`src/rtl/osd_htiming_pkg.sv`:
```
package osd_htiming_pkg;
  localparam int unsigned OSD_COLS  = 30;
  localparam int unsigned CHAR_DOTS = 12;
  localparam int unsigned HPOS_MUL  = 6;
  localparam int unsigned HPOS_OFS  = 49;
endpackage

```
`src/rtl/osd_hsync_edge.sv`:
```
module osd_hsync_edge (
  input  logic clk_i,
  input  logic rst_ni,
  input  logic hsync_i,
  output logic rise_o
);
  logic sync_q;

  // reset high so a sync held high through reset gives no edge
  always_ff @(posedge clk_i or negedge rst_ni) begin
    if (!rst_ni) sync_q <= 1'b1;
    else         sync_q <= hsync_i;
  end

  assign rise_o = hsync_i & ~sync_q;
endmodule

```
`src/rtl/osd_hdelay.sv`:
```
module osd_hdelay #(
  parameter int unsigned HPOS_W = 8,
  parameter int unsigned MUL    = 6,
  parameter int unsigned OFS    = 49
) (
  input  logic              clk_i,
  input  logic              rst_ni,
  input  logic              restart_i,
  input  logic [HPOS_W-1:0] hpos_i,
  output logic              start_o
);
  localparam int unsigned MAX_DLY = (2**HPOS_W - 1) * MUL + OFS;
  localparam int unsigned CNT_W   = $clog2(MAX_DLY + 1);

  logic [CNT_W-1:0] cnt_q, target, last;
  logic             busy_q, hit;

  assign target = CNT_W'(hpos_i) * CNT_W'(MUL) + CNT_W'(OFS);
  assign last   = target - 1'b1;
  assign hit    = busy_q && (cnt_q == last);
  assign start_o = hit && !restart_i;

  always_ff @(posedge clk_i or negedge rst_ni) begin
    if (!rst_ni) begin
      cnt_q  <= '0;
      busy_q <= 1'b0;
    end else if (restart_i) begin
      cnt_q  <= '0;
      busy_q <= 1'b1;
    end else if (busy_q) begin
      if (hit) busy_q <= 1'b0;
      else     cnt_q  <= cnt_q + 1'b1;
    end
  end

  assert_start_after_sync_R2: assert property (@(posedge clk_i) disable iff (!rst_ni)
    start_o |=> !busy_q);
  assert_restart_rearm_R7: assert property (@(posedge clk_i) disable iff (!rst_ni)
    restart_i |=> (busy_q && cnt_q == '0));
endmodule

```
`src/rtl/osd_hchar_cnt.sv`:
```
module osd_hchar_cnt #(
  parameter int unsigned COLS      = 30,
  parameter int unsigned CHAR_DOTS = 12,
  parameter int unsigned RES_W     = 8,
  localparam int unsigned COL_W    = $clog2(COLS),
  localparam int unsigned DOT_W    = $clog2(CHAR_DOTS)
) (
  input  logic             clk_i,
  input  logic             rst_ni,
  input  logic             restart_i,
  input  logic             start_i,
  input  logic [RES_W-1:0] hres_i,
  input  logic             dbl_i,
  output logic             active_o,
  output logic [COL_W-1:0] col_o,
  output logic [DOT_W-1:0] dot_o,
  output logic             hide_o
);
  logic             active_q, half_q;
  logic [COL_W-1:0] col_q, last_col;
  logic [DOT_W-1:0] dot_q;
  logic             has_cols, end_dot, step, end_col;

  assign has_cols = (hres_i != '0);
  assign last_col = (hres_i >= RES_W'(COLS)) ? COL_W'(COLS - 1)
                                              : COL_W'(hres_i - 1'b1);
  assign end_dot  = (dot_q == DOT_W'(CHAR_DOTS - 1));
  assign end_col  = (col_q == last_col);
  assign step     = active_q && (!dbl_i || half_q);

  always_ff @(posedge clk_i or negedge rst_ni) begin
    if (!rst_ni) begin
      active_q <= 1'b0;
      half_q   <= 1'b0;
      col_q    <= '0;
      dot_q    <= '0;
    end else if (restart_i) begin
      active_q <= 1'b0;
      half_q   <= 1'b0;
      col_q    <= '0;
      dot_q    <= '0;
    end else if (start_i) begin
      active_q <= has_cols;
      half_q   <= 1'b0;
      col_q    <= '0;
      dot_q    <= '0;
    end else if (active_q) begin
      if (!step) begin
        half_q <= 1'b1;
      end else begin
        half_q <= 1'b0;
        if (end_dot) begin
          dot_q <= '0;
          if (end_col) begin
            active_q <= 1'b0;
            col_q    <= '0;
          end else begin
            col_q <= col_q + 1'b1;
          end
        end else begin
          dot_q <= dot_q + 1'b1;
        end
      end
    end
  end

  assign active_o = active_q;
  assign col_o    = col_q;
  assign dot_o    = dot_q;
  assign hide_o   = active_q & dbl_i & col_q[0];

  assert_dot_range_R3: assert property (@(posedge clk_i) disable iff (!rst_ni)
    active_q |-> (dot_q < DOT_W'(CHAR_DOTS)));
  assert_col_range_R8: assert property (@(posedge clk_i) disable iff (!rst_ni)
    active_q |-> (col_q <= last_col));
  assert_dbl_hold_R5: assert property (@(posedge clk_i) disable iff (!rst_ni)
    (active_q && dbl_i && !half_q && !restart_i && !start_i)
      |=> ($stable(dot_q) && $stable(col_q) && active_q));
  assert_col_step_R4: assert property (@(posedge clk_i) disable iff (!rst_ni)
    (step && end_dot && !end_col && !restart_i && !start_i)
      |=> (col_q == $past(col_q) + 1'b1 && dot_q == '0 && active_q));
endmodule

```
`src/rtl/osd_htiming.sv`:
```
module osd_htiming
  import osd_htiming_pkg::*;
#(
  parameter int unsigned HPOS_W    = 8,
  parameter int unsigned RES_W     = 8,
  parameter int unsigned COLS      = OSD_COLS,
  parameter int unsigned CHAR_DOTS = osd_htiming_pkg::CHAR_DOTS
) (
  input  logic                         clk_i,
  input  logic                         rst_ni,
  input  logic                         hsync_i,
  input  logic [HPOS_W-1:0]            hpos_i,
  input  logic [RES_W-1:0]             hres_i,
  input  logic                         dbl_wide_i,
  output logic                         hde_o,
  output logic [$clog2(COLS)-1:0]      col_o,
  output logic [$clog2(CHAR_DOTS)-1:0] dot_o,
  output logic                         hide_o
);
  logic rise, start;

  osd_hsync_edge u_edge (
    .clk_i   (clk_i),
    .rst_ni  (rst_ni),
    .hsync_i (hsync_i),
    .rise_o  (rise)
  );

  osd_hdelay #(
    .HPOS_W (HPOS_W),
    .MUL    (HPOS_MUL),
    .OFS    (HPOS_OFS)
  ) u_delay (
    .clk_i     (clk_i),
    .rst_ni    (rst_ni),
    .restart_i (rise),
    .hpos_i    (hpos_i),
    .start_o   (start)
  );

  osd_hchar_cnt #(
    .COLS      (COLS),
    .CHAR_DOTS (CHAR_DOTS),
    .RES_W     (RES_W)
  ) u_char (
    .clk_i     (clk_i),
    .rst_ni    (rst_ni),
    .restart_i (rise),
    .start_i   (start),
    .hres_i    (hres_i),
    .dbl_i     (dbl_wide_i),
    .active_o  (hde_o),
    .col_o     (col_o),
    .dot_o     (dot_o),
    .hide_o    (hide_o)
  );

  assert_restart_R7: assert property (@(posedge clk_i) disable iff (!rst_ni)
    rise |=> !hde_o);
  assert_hide_odd_R6: assert property (@(posedge clk_i) disable iff (!rst_ni)
    hide_o |-> (hde_o && col_o[0] && dbl_wide_i));
  assert_open_after_start_R2: assert property (@(posedge clk_i) disable iff (!rst_ni)
    $rose(hde_o) |-> (col_o == '0 && dot_o == '0));
endmodule

```
`config.mk`:
```
export PLATFORM = sky130hd
export DESIGN_NAME = osd_htiming
export DESIGN_NICKNAME = d
export VERILOG_FILES = /design/src/rtl/osd_htiming_pkg.sv /design/src/rtl/osd_hsync_edge.sv /design/src/rtl/osd_hdelay.sv /design/src/rtl/osd_hchar_cnt.sv /design/src/rtl/osd_htiming.sv
export SDC_FILE = /design/constraint.sdc
export NUM_CORES = 1
export LEC_CHECK = 0
export ABC_CLOCK_PERIOD_IN_PS = 3060
export BUFFER_PORTS_ARGS = -buffer_cell sky130_fd_sc_hd__buf_2
export CORE_UTILIZATION = 57
export DETAILED_ROUTE_END_ITERATION = 8
export GPL_ROUTABILITY_DRIVEN = 0
export PLACE_DENSITY_LB_ADDON = 0.08
export SLEW_MARGIN = 40
export SYNTH_ARGS = -nofsm -noshare
export SYNTH_HDL_FRONTEND = slang
export SYNTH_SLANG_ARGS = --single-unit
```
`constraint.sdc`:
```
create_clock -name clk_i -period 3.06 [get_ports clk_i]
set_clock_uncertainty 0.1 [all_clocks]
set_input_delay 0.306 -clock clk_i [delete_from_list [all_inputs] [get_ports clk_i]]
set_output_delay 0.306 -clock clk_i [all_outputs]
set_load 0.1 [all_outputs]
```
======== Yosys cells after proc, flatten, opt, wreduce, memory -nomap -nowiden ========
Cells that the tools add are included.
storage, ports and cells
  bits in registers ....................... 24
  logic and storage cells ................. 65
  input port bits ......................... 20
  output and inout port bits .............. 11
operators by class
  bitwise gates (word level) .............. 4
  equality and inequality tests ........... 4
  mux-type cells .......................... 28
  $mul .................................... 1
  magnitude comparators ................... 1
  reductions and logical operators ........ 14
  add/subtract/negate cells ............... 6
operators with widths
  kind                                                                                  number
  5-bit two-way mux                                                                     7
  11-bit two-way mux                                                                    3
  4-bit two-way mux                                                                     5
  1-bit two-way mux                                                                     13
  11-bit by 1-bit adder with 11-bit output (second input constant)                      1
  11-bit by 6-bit adder with 11-bit output (second input constant)                      1
  11-bit equality test                                                                  1
  11-bit by 1-bit subtractor with 11-bit output (second input constant)                 1
  8-bit by 2-bit multiplier with 10-bit output (second input constant)                  1
  3-bit nonzero test                                                                    3
  8-bit by 5-bit greater-or-equal comparator with 1-bit output (second input constant)  1
  8-bit nonzero test                                                                    1
  5-bit by 1-bit adder with 5-bit output (second input constant)                        1
  5-bit equality test                                                                   1
  5-bit by 1-bit subtractor with 5-bit output (second input constant)                   1
  4-bit by 1-bit adder with 4-bit output (second input constant)                        1
  4-bit equality test (second input constant)                                           1
  2-bit AND reduction                                                                   2
  1-bit AND                                                                             3
  1-bit logical AND                                                                     3
  3-bit AND reduction                                                                   1
  1-bit zero test                                                                       2
  2-bit by 1-bit != test with 1-bit output (second input constant)                      1
  2-bit nonzero test                                                                    1
  2 further kinds                                                                       2

======== Depth between registers and ports, before layout ========
Gate-level depths: netlist of run 1.
  depth after elaboration ................. 9
  depth in mapped cells ................... 14
  depth with buffers taken out ............ 13

======== Cells and area by module ========
From an unflattened synthesis of run 1, not the netlist that was laid out.
second synthesis, totals
  cells, all modules ...................... 257
  area total of the unflattened synthesis .. 2316.0 µm²
modules (own cells, without submodules)
  module          times used  sequential area each (µm²)  cells each  area each (µm²)
  osd_hdelay      1           300.3                       152         1401.3
  osd_hchar_cnt   1           275.3                       103         874.6
  osd_hsync_edge  1           26.3                        2           40.0

======== Worst setup path after synthesis of run 1 ========
No wires, ideal clock.
  path type ............................... input to register
  start point ............................. input port hpos_i[0]
  end point ............................... register u_delay.cnt_q[10]
  slack ................................... -0.281 ns
  path buffers ............................ 0
  library setup time ...................... 0.078 ns
  data required time ...................... 2.882 ns
  arrival time ............................ 3.163 ns
  cell stages on the path ................. 11
  cell sequence ........................... ha_1 inv_1 fa_1 xor2_1 ha_1 or4_1 nand3_1 a22oi_2 a2111o_1 or4_1 a21oi_1
on the way
  word-level cells in the longest chain between the ends .. 7
RTL lines
  element                                                    RTL line           source
  start, declared                                            osd_htiming.sv:12  input logic [HPOS_W-1:0] hpos_i,
  8-bit by 2-bit multiplier with 10-bit output               osd_hdelay.sv:18   assign target = CNT_W'(hpos_i) * CNT_W'(MUL) + CNT_W'(OFS);
  11-bit by 6-bit adder with 11-bit output                   osd_hdelay.sv:18
  11-bit by 1-bit subtractor with 11-bit output              osd_hdelay.sv:19   assign last = target - 1'b1;
  11-bit equality test                                       osd_hdelay.sv:20   assign hit = busy_q && (cnt_q == last);
  1-bit logical AND                                          osd_hdelay.sv:20
  2-bit by 1-bit != test with 1-bit output (no source line)  n/a
  2-bit AND reduction (no source line)                       n/a
  end signal, assigned                                       osd_hdelay.sv:32   else cnt_q <= cnt_q + 1'b1;
  end, declared                                              osd_hdelay.sv:15   logic [CNT_W-1:0] cnt_q, target, last;
No other way between the ends.
A chain may end at the register's enable or synchronous reset.

======== Final worst setup path of run 1 ========
  start point ............................. input port hpos_i[1]
  end point ............................... register u_delay.cnt_q[10]
The elaborated chain is that of the path after synthesis.

==> results.rst, run 1 <==
.. list-table::
   :header-rows: 1

   * - Metric
     - Value
   * - Count of port buffers added during placement
     - 30
   * - Critical path launch point type
     - primary input
   * - Die W
     - 62.7 um
   * - Estimated wirelength of the detail-placed design
     - 3.39 mm
   * - Min-delay worst type
     - primary input to flip-flop
   * - Setup ws final
     - -0.00521 ns
   * - Clock tree sinks
     - 24
   * - Residual DRC
     - 0
   * - Async SR Flop Fraction
     - 100%
   * - Post-DRT Antenna Nets
     - 0
   * - Synthesis-stage register bit count
     - 24
   * - Dominant cells by area after synthesis
     - sky130_fd_sc_hd__dfrtp_1 27%, sky130_fd_sc_hd__ha_1 8.3%, sky130_fd_sc_hd__xnor2_1 7.1%, sky130_fd_sc_hd__xor2_1 5.0%, sky130_fd_sc_hd__nor2_1 4.5%
   * - Number of enable-type register cells in the synthesized netlist
     - 0
   * - Slew at the pin closest to its max-slew limit
     - 0.625 ns
   * - Failing checks
     - setup timing
   * - Number of antenna violations at the first check in global routing
     - 0
   * - Routed vias
     - 1,995
   * - Violation count after the first detailed-routing iteration
     - 94
   * - Total iterations of the first detailed-routing run
     - 4
   * - Y dimension of the die
     - 62.7 um
   * - Combined area of all synthesized cells
     - 2100 sq um
   * - Remaining global-route overflow
     - 0
   * - Die Area
     - 3930 sq um
   * - Number of global-route vias before repair
     - 1,867
   * - Pre-CTS worst setup slack
     - -0.377 ns
   * - Drt wl/cell
     - 14.4 um
   * - Total placed cells including tap cells
     - 337
   * - Largest fanout on the critical path
     - 7
   * - Syn avg cell area
     - 8.76 sq um
   * - Number of distinct standard cells referenced by the synthesized netlist
     - 57
   * - Average via count per standard cell
     - 5.75
   * - CTS tree
     - built
   * - H-tree depth
     - 1
   * - Commonest cells after routing, fill and taps aside
     - 30 x sky130_fd_sc_hd__buf_4, 28 x sky130_fd_sc_hd__buf_2, 24 x sky130_fd_sc_hd__nor2_1
   * - Main synth FF type
     - sky130_fd_sc_hd__dfrtp_1
   * - Num ports
     - 31
   * - Final antenna diode count
     - 0
   * - Post-layout nets
     - 337
   * - Gate Count Post-Synth
     - 240
   * - Pins Over Slew Limit
     - 0
   * - Post-detailed-routing wire length
     - 4.99 mm
   * - Peak supply drop
     - 0.000386 V
   * - Pin count of the biggest net entering global routing
     - 25
   * - Clock period minus worst slack
     - 3.07 ns
   * - Run status
     - complete, but fails checks
   * - Final Hold Fails
     - 0
   * - Non-filler instance count after layout
     - 347
   * - Insertion delay of the later-clocked pin in the worst-skew pair
     - 0.27 ns
   * - Clock-pin slew on the worst setup and hold paths
     - 0.09 ns
   * - Setup repair after global routing missed its margin
     - yes
   * - Fraction of layout instances using a drive strength above 1
     - 33.2%
   * - Final period util
     - 100%
   * - Global-route wire length before repair
     - 8.14 mm
   * - Max frequency
     - 326 MHz
   * - Row cnt
     - 21
   * - Total of max-cap violations
     - 0
   * - Total of endpoints with negative setup slack in the final report
     - 1
   * - Number of buffers on the longest clock path
     - 2
   * - Power density normalized to cell area
     - 385 nW/um^2
   * - Relative slew margins
     - 57.9%
   * - Yosys Warn Count
     - 0
   * - Crit path required time
     - 3.16 ns
   * - Area share of the largest cell type after synthesis
     - 27.4%
   * - Num CTS Buffers
     - 3
   * - Core Box Area
     - 3440 sq um
   * - Critical Setup Path Class
     - primary input to flip-flop
   * - Total nets after synthesis
     - 275
   * - Sequential cell area fraction in the yosys report
     - 28.6%
   * - Total leakage power
     - 1.29 nW
   * - Area Overhead vs Synth
     - 32.6%
   * - Worst EP arrival
     - 3.16 ns
   * - Most common cell after layout, fill and taps aside
     - sky130_fd_sc_hd__buf_4
   * - Type of destination of the critical path
     - flip-flop
   * - Effective utilization at floorplan
     - 61.1%
   * - Library cell with the largest summed area after synthesis
     - sky130_fd_sc_hd__dfrtp_1
   * - Clock root cell
     - sky130_fd_sc_hd__clkbuf_8
   * - Overall fraction of global-route tracks in use
     - 25.6%
## power by group
part	switching [mW]	internal (mW)
clock network	0.101	0.175
logic	0.207	0.209
registers	0.0422	0.339
total	0.350	0.723
## sequential cells by signal, summed over array words and instances, names as in the netlist
name	cells
u_char.active_o	1
u_edge.sync_q	1
u_char.dot_o	4
u_char.col_o	5
u_delay.cnt_q	11
u_char.half_q	1
u_delay.busy_q	1
## final timing paths
check / from / endpoint / slack (ns) / cells after the start
setup / recovery: hpos_i[1] / u_delay.cnt_q[10]$_DFFE_PN0P_ / -0.005 / 14
hold / removal: hsync_i / u_edge.sync_q$_DFF_PN1_ / 0.04 / 1
setup reg to reg: u_delay.cnt_q[8]$_DFFE_PN0P_ / u_delay.cnt_q[9]$_DFFE_PN0P_ / 0.68 / 8
hold reg to reg: u_char.half_q$_DFFE_PN0P_ / u_char.half_q$_DFFE_PN0P_ / 0.46 / 2
max in group asynchronous: rst_ni / u_edge.sync_q$_DFF_PN1_ / 2.04 / 2
min in group asynchronous: rst_ni / u_char.col_o[1]$_DFFE_PN0P_ / 0.46 / 2
## repair_timing
action	in CTS	in global routing
endpoints found under the setup margin	12	22
pin swaps	0	11
setup buffers	0	5
endpoints found under the hold margin	23	0
hold buffers	1	0
gates resized for setup	3	22
## stage by stage
step                util (%)  area, sq um  setup TNS (ns)  hold slack [ns]  power [mW]
floorplan                  -         2160         -0.0224          -0.0896       0.624
global placement        73.8         2540           -4.42            0.215       0.730
detailed placement      73.8         2540           -6.41            0.213       0.739
CTS                     76.6         2640               0           0.0388        1.02
global route            81.0         2790          -0.600           0.0278        1.14
finish                  81.0         2790        -0.00521           0.0421        1.07
## routing by layer
metal / routed length (um) / GRT usage (%)
met1: 2250 / 34.8
met4: 78 / 9.30
met3: 146 / 2.74
met2: 2510 / 41.8
met5: 0 / 0
## kinds of logic after synthesis
family / share of synthesized area [%]
AO/OA/AOI/OAI: 19.7
XOR/XNOR: 12.1
AND/OR/NAND/NOR: 23.9
multiplexers: 3.81
buffers and inverters: 2.56
flip-flops: 28.6
adder cells (fa/ha/maj): 9.29
## Yosys cell counts, types with 2 or more instances
library cell and number:
sky130_fd_sc_hd__nand3_1 12, sky130_fd_sc_hd__nand3b_1 4, sky130_fd_sc_hd__clkbuf_1 3, sky130_fd_sc_hd__a21o_1 3
sky130_fd_sc_hd__a211oi_1 2, sky130_fd_sc_hd__o21ai_0 8, sky130_fd_sc_hd__inv_1 10, sky130_fd_sc_hd__or3_1 3
sky130_fd_sc_hd__o211ai_1 2, sky130_fd_sc_hd__nand2_1 12, sky130_fd_sc_hd__nor3_1 5, sky130_fd_sc_hd__o21bai_1 2
sky130_fd_sc_hd__or2_2 3, sky130_fd_sc_hd__ha_1 14, sky130_fd_sc_hd__or4_1 2, sky130_fd_sc_hd__o31ai_1 3
sky130_fd_sc_hd__nand2b_1 4, sky130_fd_sc_hd__nor2_1 25, sky130_fd_sc_hd__dfrtp_1 23, sky130_fd_sc_hd__o211ai_2 2
sky130_fd_sc_hd__and3_1 2, sky130_fd_sc_hd__xor2_1 12, sky130_fd_sc_hd__xnor2_1 17, sky130_fd_sc_hd__a31oi_1 2
sky130_fd_sc_hd__o211a_1 2, sky130_fd_sc_hd__nor2b_1 2, sky130_fd_sc_hd__and2_1 4, sky130_fd_sc_hd__nand4_1 6
sky130_fd_sc_hd__mux2i_1 8, sky130_fd_sc_hd__a21oi_1 15, sky130_fd_sc_hd__a2111oi_0 2
## cell type report
| class | instances | area, sq um |
|---|---|---|
| clock inverter | 1 | 30.0 |
| sequential | 24 | 602 |
| tap | 46 | 57.6 |
| timing repair buffer | 61 | 405 |
| fill | 227 | 656 |
| clock buffer | 3 | 41.3 |
| inverter | 10 | 37.5 |
| multi-input combinational | 202 | 1610 |
## critical path: stages
cell and delay (ns):
sky130_fd_sc_hd__buf_8 0.09, sky130_fd_sc_hd__ha_4 0.13, sky130_fd_sc_hd__inv_2 0.03, sky130_fd_sc_hd__fa_2 0.35, sky130_fd_sc_hd__nand2b_4 0.18, sky130_fd_sc_hd__a21oi_4 0.20, sky130_fd_sc_hd__xnor2_4 0.09, sky130_fd_sc_hd__a211oi_2 0.27
sky130_fd_sc_hd__buf_4 0.18, sky130_fd_sc_hd__and4_4 0.23, sky130_fd_sc_hd__nor4_4 0.06, sky130_fd_sc_hd__a2111o_1 0.48, sky130_fd_sc_hd__or4_4 0.44, sky130_fd_sc_hd__a21oi_2 0.12
(Power assumes the default switching activity.)
==> inputs of run 2 (changes only) <==
--- a/config.mk
+++ b/config.mk
@@ -5,7 +5,7 @@
 export SDC_FILE = /design/constraint.sdc
 export NUM_CORES = 1
 export LEC_CHECK = 0
-export ABC_CLOCK_PERIOD_IN_PS = 3060
+export ABC_CLOCK_PERIOD_IN_PS = 3400
 export BUFFER_PORTS_ARGS = -buffer_cell sky130_fd_sc_hd__buf_2
 export CORE_UTILIZATION = 57
 export DETAILED_ROUTE_END_ITERATION = 8
==> constraint.sdc (replaced) <==
create_clock -name clk_i -period 3.4 [get_ports clk_i]
set_clock_uncertainty 0.1 [all_clocks]
set_input_delay 0.34 -clock clk_i [delete_from_list [all_inputs] [get_ports clk_i]]
set_output_delay 0.34 -clock clk_i [all_outputs]
set_load 0.1 [all_outputs]
==> run 2 against run 1 <==
  * Non-clock buffer count down 7
  * Worst hold slack better by 0.043 ns
  * Die area unchanged
  * Largest power group is now sequential cells
  * The run now ends clean
  * Worst setup slack better by 0.22 ns
  * Highest routed layer unchanged
  * Clock-buffer cell count up 1
==> results.rst, run 2 (synthesized netlist as in run 1, its figures left out) <==
.. list-table::
   :header-rows: 1

   * - Metric
     - Value
   * - Post-layout nets
     - 330 (-2.1%)
   * - Post-detailed-routing wire length
     - 4.40 mm (-12%)
   * - Most common cell after layout, fill and taps aside
     - sky130_fd_sc_hd__buf_2
   * - H-tree depth
     - 1 (unchanged)
   * - Flip-flop count of the largest register, all copies and words added
     - 11 (unchanged)
   * - Max frequency
     - 314 MHz
   * - Total placed cells including tap cells
     - 335 (-0.59%)
   * - Final Hold Fails
     - 0 (unchanged)
   * - Die W
     - 62.7 um (unchanged)
   * - Delay-heaviest family, CP
     - simple AND/OR/NAND/NOR gates
   * - Effective utilization at floorplan
     - 61.1% (unchanged)
   * - Pre-CTS worst setup slack
     - -0.192 ns (+0.186 ns)
   * - Cell area after layout
     - 2560 sq um (-7.9%)
   * - WHS Path Cells
     - 1 (unchanged)
   * - Critical Setup Path Class
     - primary input to flip-flop
   * - CP bufs+invs
     - 2 (-1)
   * - Num CTS Buffers
     - 3 (unchanged)
   * - Final antenna diode count
     - 0 (unchanged)
   * - Residual DRC
     - 0 (unchanged)
   * - Reg2Reg Launch Point
     - u_delay.cnt_q[8]$_DFFE_PN0P_
   * - Final period util
     - 93.8%
   * - Slew at the pin closest to its max-slew limit
     - 0.585 ns (-0.0399 ns)
   * - Total iterations of the first detailed-routing run
     - 4 (unchanged)
   * - Pins Over Slew Limit
     - 0 (unchanged)
   * - Number of buffers on the longest clock path
     - 2 (unchanged)
   * - Endpoint, Worst Hold
     - u_edge.sync_q$_DFF_PN1_
   * - Count of port buffers added during placement
     - 30 (unchanged)
   * - Power density normalized to cell area
     - 325 nW/um^2 (-16%)
   * - Pin count of the biggest net entering global routing
     - 25 (unchanged)
   * - Worst R2R Path Depth
     - 6 (-2)
   * - Violation count after the first detailed-routing iteration
     - 56 (-40%)
   * - Postcts setup bufs
     - 0 (unchanged)
   * - Crit path cell chain
     - buf_2 -> ha_1 -> inv_1 -> fa_2 -> xor2_1 -> ha_1 -> or4_1 -> nand3_1 -> a22oi_2 -> a2111o_1 -> or4_1 -> a21oi_1
   * - Average via count per standard cell
     - 5.74 (-0.19%)
   * - Min-delay worst type
     - primary input to flip-flop
   * - Overall fraction of global-route tracks in use
     - 24.1% (-1.5 points)
   * - Global-route wire length before repair
     - 7.82 mm (-3.8%)
   * - Slowest stage delay, CP
     - 0.56 ns (+0.08 ns)
   * - Placed inst area
     - 2470 sq um (-2.9%)
   * - R2r setup slk
     - 0.98 ns (+0.30 ns)
   * - Area Overhead vs Synth
     - 22.0%
   * - Post-DRT Antenna Nets
     - 0 (unchanged)
   * - Clock period minus worst slack
     - 3.19 ns
   * - Run status
     - completed
   * - CTS tree
     - built
   * - Endpoint of the lowest-slack register-to-register path
     - u_delay.cnt_q[10]$_DFFE_PN0P_
   * - Clock tree sinks
     - 24 (unchanged)
   * - Setup repair after global routing missed its margin
     - no
   * - Setup ws final
     - 0.210 ns (+0.215 ns)
   * - Total of endpoints with negative setup slack in the final report
     - 0 (-1)
   * - Critical path launch point type
     - primary input
   * - Peak supply drop
     - 0.000321 V (-17%)
   * - Worst EP arrival
     - 3.28 ns (+0.12 ns)
   * - Remaining global-route overflow
     - 0 (unchanged)
   * - Insertion delay of the later-clocked pin in the worst-skew pair
     - 0.26 ns (about the same)
   * - Core Box Area
     - 3440 sq um (unchanged)
   * - Total chip power
     - 834 uW (-22%)
   * - Num ports
     - 31 (unchanged)
   * - Type of destination of the critical path
     - flip-flop
   * - Total leakage power
     - 1.23 nW (-4.9%)
   * - Largest fanout on the critical path
     - 4 (-3)
   * - Number of global-route vias before repair
     - 1,829 (-2.0%)
   * - Number of antenna violations at the first check in global routing
     - 0 (unchanged)
   * - Routed vias
     - 1,951 (-2.2%)
   * - Y dimension of the die
     - 62.7 um (unchanged)
   * - Min-delay src
     - hsync_i
   * - Crit path required time
     - 3.49 ns (+0.33 ns)
   * - Register ranked first by flip-flop count
     - u_delay.cnt_q
   * - Non-filler instance count after layout
     - 340 (-2.0%)
   * - Row cnt
     - 21 (unchanged)
   * - Clock root cell
     - sky130_fd_sc_hd__clkbuf_8
   * - Setup TNS
     - 0 ns (+0.00521 ns)
   * - Die Area
     - 3930 sq um (unchanged)
   * - Relative slew margins
     - 60.6% (+2.7 points)
   * - Estimated wirelength of the detail-placed design
     - 3.43 mm (+1.3%)
   * - Commonest cells after routing, fill and taps aside
     - 30 x sky130_fd_sc_hd__buf_2, 25 x sky130_fd_sc_hd__nor2_1, 23 x sky130_fd_sc_hd__buf_4, 23 x sky130_fd_sc_hd__dfrtp_1, 16 x sky130_fd_sc_hd__xnor2_1
   * - Total of max-cap violations
     - 0 (unchanged)
   * - Clock-pin slew on the worst setup and hold paths
     - 0.08 ns (about the same)
   * - Highest-delay cell along the critical path
     - sky130_fd_sc_hd__or4_1
   * - Drt wl/cell
     - 12.9 um (-9.9%)
   * - Fraction of layout instances using a drive strength above 1
     - 25.9% (-7.4 points)
-- run 2: changes by cell type in the layout (fill, tap and decap cells not counted), sizes merged --
cell    delta
buf        -7
bufinv     -1
clkbuf     +1
-- run 2: what timing repair did --
item | CTS | global route
hold buffers | 1 | 0
endpoints found under the setup margin | 0 | 20
gates resized for setup | 0 | 8
endpoints found under the hold margin | 23 | 0
-- run 2: final cells by class --
class / count / area [sq um]
multi-input cells: 202 / 1490
fillers: 252 / 877
flip-flops and latches: 24 / 602
repair buffers: 54 / 333
well taps: 46 / 57.6
clock buffers: 4 / 45.0
inverters: 10 / 37.5
-- run 2: stage by stage --
step / utilization, % / hold slack [ns]
finish: 74.5 / 0.0850
detailed placement: 71.6 / 0.251
global placement: 71.6 / 0.244
global route: 74.5 / 0.0780
CTS: 73.2 / 0.0850
floorplan: - / -0.0556
-- run 2: how the worst max path moves through the flow --
stage          startpoint  slack, ns  depth (start not counted)                             to
2_1_floorplan   hpos_i[0]       0.03                         11  u_delay.cnt_q[10]$_DFFE_PN0P_
3_5_place_dp    hpos_i[1]      -0.19                         16   u_delay.cnt_q[9]$_DFFE_PN0P_
5_1_grt         hpos_i[1]       0.05                         14  u_delay.cnt_q[10]$_DFFE_PN0P_
6_report        hpos_i[1]       0.21                         12  u_delay.cnt_q[10]$_DFFE_PN0P_
4_1_cts         hpos_i[1]       0.08                         16   u_delay.cnt_q[9]$_DFFE_PN0P_
3_3_place_gp    hpos_i[1]      -0.06                         14  u_delay.cnt_q[10]$_DFFE_PN0P_
-- run 2: power breakdown --
part / internal, mW / leakage [nW] / switching [mW]
combinational: 0.160 / 0.882 / 0.163
clock: 0.0837 / 0.0228 / 0.0870
sequential: 0.305 / 0.322 / 0.0360
total: 0.548 / 1.23 / 0.286
-- run 2: per-layer routing --
layer / up-vias / track usage [%] / wire length [um]
li1: 998 / - / -
met1: 916 / 34.6 / 2220
met3: 4 / 2.01 / 134
met4: 0 / 5.81 / 34
met5: - / 0 / 0
met2: 33 / 39.1 / 2010
